===== config.mk =====
export PLATFORM = sky130hd
export DESIGN_NAME = turbo_ctrl_regs
export DESIGN_NICKNAME = d
export VERILOG_FILES = /design/src/rtl/turbo_pkg.sv /design/src/rtl/turbo_addr_decode.sv /design/src/rtl/turbo_reg_state.sv /design/src/rtl/turbo_eff_select.sv /design/src/rtl/turbo_ctrl_regs.sv
export SDC_FILE = /design/constraint.sdc
export NUM_CORES = 1
export LEC_CHECK = 0
export BUFFER_PORTS_ARGS = -buffer_cell sky130_fd_sc_hd__buf_2
export CORE_ASPECT_RATIO = 0.7
export CORE_MARGIN = 5
export CORE_UTILIZATION = 44
export DETAILED_ROUTE_END_ITERATION = 7
export PLACE_DENSITY = 0.78
export SKIP_CTS_REPAIR_TIMING = 1
export SYNTH_ARGS = -nofsm -noshare
export SYNTH_HDL_FRONTEND = slang
export SYNTH_SLANG_ARGS = --single-unit

===== constraint.sdc =====
create_clock -name clk -period 2.25 [get_ports clk]
set_input_delay 0.45 -clock clk [delete_from_list [all_inputs] [get_ports clk]]
set_output_delay 0.45 -clock clk [all_outputs]
set_load 0.05 [all_outputs]

===== src/rtl/turbo_pkg.sv =====
package turbo_pkg;

    localparam int DATA_W = 8;
    localparam int ADDR_W = 16;

    typedef enum logic [1:0] {
        MODE_OFF    = 2'd0,
        MODE_MANUAL = 2'd1,
        MODE_REGS   = 2'd2,
        MODE_ENBIT  = 2'd3
    } mode_e;

    localparam logic [7:0] OFS_ENABLE = 8'h30;
    localparam logic [7:0] OFS_CTRL   = 8'h31;
    localparam logic [7:0] OFS_NORMAL = 8'h7A;
    localparam logic [7:0] OFS_TURBO  = 8'h7B;
    localparam logic [7:0] OFS_DETECT = 8'hBC;

    localparam int CTRL_BL_BIT = 7;

    typedef struct packed {
        logic ctrl;
        logic enable;
        logic normal;
        logic turbo;
        logic detect;
    } reg_sel_t;

    function automatic logic regs_writable(mode_e m);
        return (m == MODE_REGS) || (m == MODE_ENBIT);
    endfunction

endpackage


===== src/rtl/turbo_addr_decode.sv =====
module turbo_addr_decode
    import turbo_pkg::*;
#(
    parameter logic [7:0] BASE_PAGE = 8'hD0
) (
    input  logic [ADDR_W-1:0] addr,
    input  mode_e             mode,
    input  logic              detect_en,
    output reg_sel_t          acc
);
    logic     page_hit;
    reg_sel_t hit;

    always_comb begin
        page_hit    = (addr[ADDR_W-1:8] == BASE_PAGE);
        hit.ctrl    = page_hit && (addr[7:0] == OFS_CTRL);
        hit.enable  = page_hit && (addr[7:0] == OFS_ENABLE);
        hit.normal  = page_hit && (addr[7:0] == OFS_NORMAL);
        hit.turbo   = page_hit && (addr[7:0] == OFS_TURBO);
        hit.detect  = page_hit && (addr[7:0] == OFS_DETECT);

        acc.ctrl    = hit.ctrl   && regs_writable(mode);
        acc.normal  = hit.normal && regs_writable(mode);
        acc.turbo   = hit.turbo  && regs_writable(mode);
        acc.enable  = hit.enable && (mode == MODE_ENBIT);
        acc.detect  = hit.detect && detect_en;
    end
endmodule


===== src/rtl/turbo_reg_state.sv =====
module turbo_reg_state
    import turbo_pkg::*;
#(
    parameter int                SPEED_W   = 4,
    parameter logic [SPEED_W-1:0] TURBO_IDX = SPEED_W'(11)
) (
    input  logic               clk,
    input  logic               rst,
    input  logic               wr_en,
    input  logic [DATA_W-1:0]  wr_data,
    input  reg_sel_t           acc,
    input  logic [SPEED_W-1:0] menu_speed,
    input  logic               menu_badline_off,
    output logic [DATA_W-1:0]  ctrl_q,
    output logic               turbo_en_q
);
    localparam int PAD_W = DATA_W - 1 - SPEED_W;

    always_ff @(posedge clk) begin
        if (rst) begin
            ctrl_q     <= {menu_badline_off, {PAD_W{1'b0}}, menu_speed};
            turbo_en_q <= 1'b1;
        end else if (wr_en) begin
            if (acc.ctrl)
                ctrl_q <= wr_data;
            else if (acc.normal)
                ctrl_q[SPEED_W-1:0] <= '0;
            else if (acc.turbo)
                ctrl_q[SPEED_W-1:0] <= TURBO_IDX;
            if (acc.enable)
                turbo_en_q <= wr_data[0];
        end
    end

    p_ctrl_locked_r5: assert property (@(posedge clk) disable iff (rst)
        !(wr_en && (acc.ctrl || acc.normal || acc.turbo)) |=> $stable(ctrl_q));

    p_enable_locked_r6: assert property (@(posedge clk) disable iff (rst)
        !(wr_en && acc.enable) |=> $stable(turbo_en_q));

    p_turbo_idx_r9: assert property (@(posedge clk) disable iff (rst)
        (wr_en && acc.turbo) |=> (ctrl_q[SPEED_W-1:0] == TURBO_IDX));
endmodule


===== src/rtl/turbo_eff_select.sv =====
module turbo_eff_select
    import turbo_pkg::*;
#(
    parameter int SPEED_W = 4
) (
    input  mode_e              mode,
    input  logic [SPEED_W-1:0] menu_speed,
    input  logic               menu_badline_off,
    input  logic [DATA_W-1:0]  ctrl_q,
    input  logic               turbo_en_q,
    output logic [SPEED_W-1:0] eff_speed,
    output logic               eff_badline_en
);
    always_comb begin
        eff_speed      = '0;
        eff_badline_en = 1'b1;
        unique case (mode)
            MODE_OFF: ;
            MODE_MANUAL: begin
                eff_speed      = menu_speed;
                eff_badline_en = !menu_badline_off;
            end
            MODE_REGS: begin
                eff_speed      = ctrl_q[SPEED_W-1:0];
                eff_badline_en = !ctrl_q[CTRL_BL_BIT];
            end
            MODE_ENBIT: begin
                if (turbo_en_q) begin
                    eff_speed      = ctrl_q[SPEED_W-1:0];
                    eff_badline_en = !ctrl_q[CTRL_BL_BIT];
                end
            end
        endcase
    end
endmodule


===== src/rtl/turbo_ctrl_regs.sv =====
module turbo_ctrl_regs
    import turbo_pkg::*;
#(
    parameter int                 SPEED_W      = 4,
    parameter logic [SPEED_W-1:0] TURBO_IDX    = SPEED_W'(11),
    parameter logic [7:0]         BASE_PAGE    = 8'hD0,
    parameter logic [7:0]         DETECT_VALUE = 8'h80
) (
    input  logic               clk,
    input  logic               rst,
    input  logic [1:0]         mode_sel,
    input  logic [SPEED_W-1:0] menu_speed,
    input  logic               menu_badline_off,
    input  logic               detect_en,
    input  logic [ADDR_W-1:0]  addr,
    input  logic               wr_en,
    input  logic [DATA_W-1:0]  wr_data,
    input  logic               rd_en,
    output logic [DATA_W-1:0]  rd_data,
    output logic [SPEED_W-1:0] eff_speed,
    output logic               eff_badline_en
);
    mode_e              mode;
    reg_sel_t           acc;
    logic [DATA_W-1:0]  ctrl_q;
    logic               turbo_en_q;
    logic [DATA_W-1:0]  rd_next;

    assign mode = mode_e'(mode_sel);

    turbo_addr_decode #(.BASE_PAGE(BASE_PAGE)) u_decode (
        .addr      (addr),
        .mode      (mode),
        .detect_en (detect_en),
        .acc       (acc)
    );

    turbo_reg_state #(.SPEED_W(SPEED_W), .TURBO_IDX(TURBO_IDX)) u_state (
        .clk              (clk),
        .rst              (rst),
        .wr_en            (wr_en),
        .wr_data          (wr_data),
        .acc              (acc),
        .menu_speed       (menu_speed),
        .menu_badline_off (menu_badline_off),
        .ctrl_q           (ctrl_q),
        .turbo_en_q       (turbo_en_q)
    );

    turbo_eff_select #(.SPEED_W(SPEED_W)) u_eff (
        .mode             (mode),
        .menu_speed       (menu_speed),
        .menu_badline_off (menu_badline_off),
        .ctrl_q           (ctrl_q),
        .turbo_en_q       (turbo_en_q),
        .eff_speed        (eff_speed),
        .eff_badline_en   (eff_badline_en)
    );

    always_comb begin
        rd_next = '1;
        if (acc.ctrl)
            rd_next = ctrl_q;
        else if (acc.enable)
            rd_next = {{(DATA_W-1){1'b1}}, (eff_speed != '0)};
        else if (acc.detect)
            rd_next = DETECT_VALUE;
    end

    always_ff @(posedge clk) begin
        if (rst)
            rd_data <= '1;
        else if (rd_en)
            rd_data <= rd_next;
    end

    p_off_outputs_r1: assert property (@(posedge clk) disable iff (rst)
        (mode_sel == 2'd0) |-> (eff_speed == '0 && eff_badline_en));

    p_manual_follow_r2: assert property (@(posedge clk) disable iff (rst)
        (mode_sel == 2'd1) |-> (eff_speed == menu_speed && eff_badline_en == !menu_badline_off));

    p_hidden_reads_ff_r11: assert property (@(posedge clk) disable iff (rst)
        (rd_en && !(acc.ctrl || acc.enable || acc.detect)) |=> (rd_data == 8'hFF));
endmodule


==> results.cfg <==
[die]
die_y_um = 48.7
io_pins = 49
die_width_um = 65.3
placementRows = 14
initial_core_util_pct = 44.8
core_region_area_um2 = 2100
die_area_um2 = 3180

[critical_path]
required_ns = 2.28
slowest_delay_ns = 0.64
end_kind = flip-flop
critPathMaxFanout = 10
startpoint_type = input port
cp_slowest_cell = or4_1
worst-setup-path-type = in -> reg
worstPathCellList = buf_2 -> or4_1 -> nor4_2 -> buf_4 -> nand2_1 -> nor2_1 -> o21ai_0
arrival_ns = 1.94

[pwr]
seq_power_share_pct = 51.4
switching_share_pct = 30.9
comb_power_share_pct = 24.6
cellLeakagePower_uw = 0.000546
powerDensity_nw_per_um2 = 526
total_power_uw = 656
p_clk_share_pct = 24.1
power.internal_uw = 453
power_switching_uw = 203
ir_drop_mv = 0.266

[drt]
ant_nets = 0
remaining_drc_errors = 0
via_per_inst = 5.80
wl_per_cell_um = 15.4
drt_iter0_markers = 104
routed_wl_um = 2710
dr.pass1.iters = 4
num_vias = 1020

[clock_tree]
htree_levels = 1
numClockSinks = 17
clk_pin_slew_ns = 0.09
cts_root_buffer = clkbuf_4
cts_tree = done
cts_buffers = 3
cts_buffer_depth = 2
clkLatencyLatePin_ns = 0.28

[cells_and_area]
utilization_pct = 59.3
area_delta_synth_final_pct = 32.4
num-fill-cells = 186
drive_gt1_share_pct = 39.5
design_area_um2 = 1250
nNetsFinal = 189
antenna_cells = 0

[logic_synthesis]
syn-cell-area_um2 = 941
yosysMostFrequentCell = nand2_1
ys_top_cells_by_area = dfxtp_1 26%, edfxtp_1 16%, nand4_1 6.6%, nand2_1 5.6%, nand4b_1 5.6%
yosysWarnings = 0
yosysTopAreaCellShare_pct = 25.5
synth_top_area_cell = dfxtp_1
synth-edff-count = 5
synth_cell_type_count = 33
ys_ff_latch = 17
syn_inst = 102
ys_seq_area_share_pct = 41.5
syn_avg_cell_area_um2 = 9.22
ys_top_cells_by_count = 14 x nand2_1, 12 x dfxtp_1, 10 x nand4_1
synthArstFlopShare_pct = 0
synthFlopType = dfxtp_1
syn_nets = 138

[flow_run]
cap_viol_max_count = 0

[sta]
holdWs_ns = 0.403
fin_skew_ns = 0.00306
rsz0062_at_grt = no
min_period_ns = 1.91
drv_slew = 0
fin_tns_setup_ns = 0
max_slew_margin_pct = 66.0
post-route-period-util_pct = 84.7
tightestPinTransition_ns = 0.509
finalHoldViolations = 0
setup-violations-final = 0
max_freq_mhz = 525

[global_route]
grt_max_degree = 23
grt-ovfl-total = 0
antenna_found_initial = 0
grt_pass1_vias = 1006
grt_pass1_wl_um = 4430
grt.total_usage_pct = 17.6

[placed_design]
dpl_cell_area_um2 = 1220
gp_congestion = 0.843
place_hpwl_um = 2210
io_buffers = 48

[hold_path]
hold_class = in -> reg

[outcome]
status = complete, no violations
-- cells by family (layout without fill, tap and decap cells) --
kind of cell	Yosys count	in the layout	synth area share, %
mux	3	3	3.19
buf+inv	6	56	2.53
flops	17	17	41.5
compound gates	18	18	16.2
simple gates	58	58	36.6
-- critical path, delay by kind of cell --
| family | cells | cell delay [ns] |
|---|---|---|
| simple gates | 4 | 1.10 |
| compound gates | 1 | 0.08 |
| buf+inv | 2 | 0.33 |
-- final cells by class --
| class | instances | area (um^2) | share of cell area, % |
|---|---|---|---|
| Clock buffer | 4 | 26.3 | 2.11 |
| Multi-Input combinational cell | 79 | 533 | 42.8 |
| Inverter | 1 | 3.75 | 0.301 |
| Sequential cell | 17 | 390 | 31.3 |
| Timing Repair Buffer | 51 | 263 | 21.1 |
| Tap cell | 24 | 30.0 | 2.41 |
-- sequential cells by signal, summed over array words and instances, names as in the netlist --
register	count
rd_data	8
u_state.ctrl_q	8
u_state.turbo_en_q	1
-- worst paths after layout --
check                startpoint  cells after the start                 end  slack, ns
max                     addr[9]                      7   u_state.ctrl_q[3]       0.34
min                  wr_data[6]                      3   u_state.ctrl_q[6]       0.40
max reg2reg  u_state.turbo_en_q                      5          rd_data[0]       0.74
min reg2reg  u_state.turbo_en_q                      1  u_state.turbo_en_q       0.47
-- through the flow --
step | setup slack [ns] | instances
floorplan | 0.287 | 102
global placement | 0.161 | 172
detailed placement | 0.0426 | 172
CTS | 0.363 | 176
global route | 0.272 | 176
finish | 0.344 | 176
-- cells in the final DEF (no fill, tap or decap) --
master / n
o21bai_1: 1
nor3_1: 2
nor2b_1: 2
a21oi_1: 2
nand4b_1: 6
nor4_1: 1
and4b_1: 1
and4_1: 1
buf_2: 48
a32o_1: 4
nand2_1: 14
nand3b_1: 1
mux2i_1: 3
and3_1: 1
o41ai_4: 1
inv_1: 1
edfxtp_1: 5
dfxtp_1: 12
clkbuf_4: 3
nand3_1: 2
nor4b_2: 1
a31o_2: 2
and2_1: 1
buf_4: 3
clkbuf_1: 1
o211ai_1: 1
nor4_2: 2
nor2_1: 8
or4_1: 1
o21ai_0: 5
nand2b_1: 3
nand4_1: 10
a32oi_1: 1
a211o_1: 1
or3b_1: 1
-- layer usage --
metal / vias to the layer above / wire length (um) / global-route usage [%] / share of wire [%]
met5: - / 0 / 0 / 0
met4: 0 / 38 / 5.52 / 1.4
met3: 6 / 329 / 6.25 / 12
met2: 62 / 1240 / 26.2 / 46
met1: 453 / 1110 / 23.5 / 41
li1: 499 / - / - / -
-- power by group through the flow --
stage	sequential [uW]	combinational (uW)	clock, uW
finish	337	161	158
global route	339	173	184
CTS	337	161	163
detailed placement	344	161	0
global placement	344	157	0
floorplan	364	76.4	0
No activity file was read; power rests on OpenSTA's default activity.
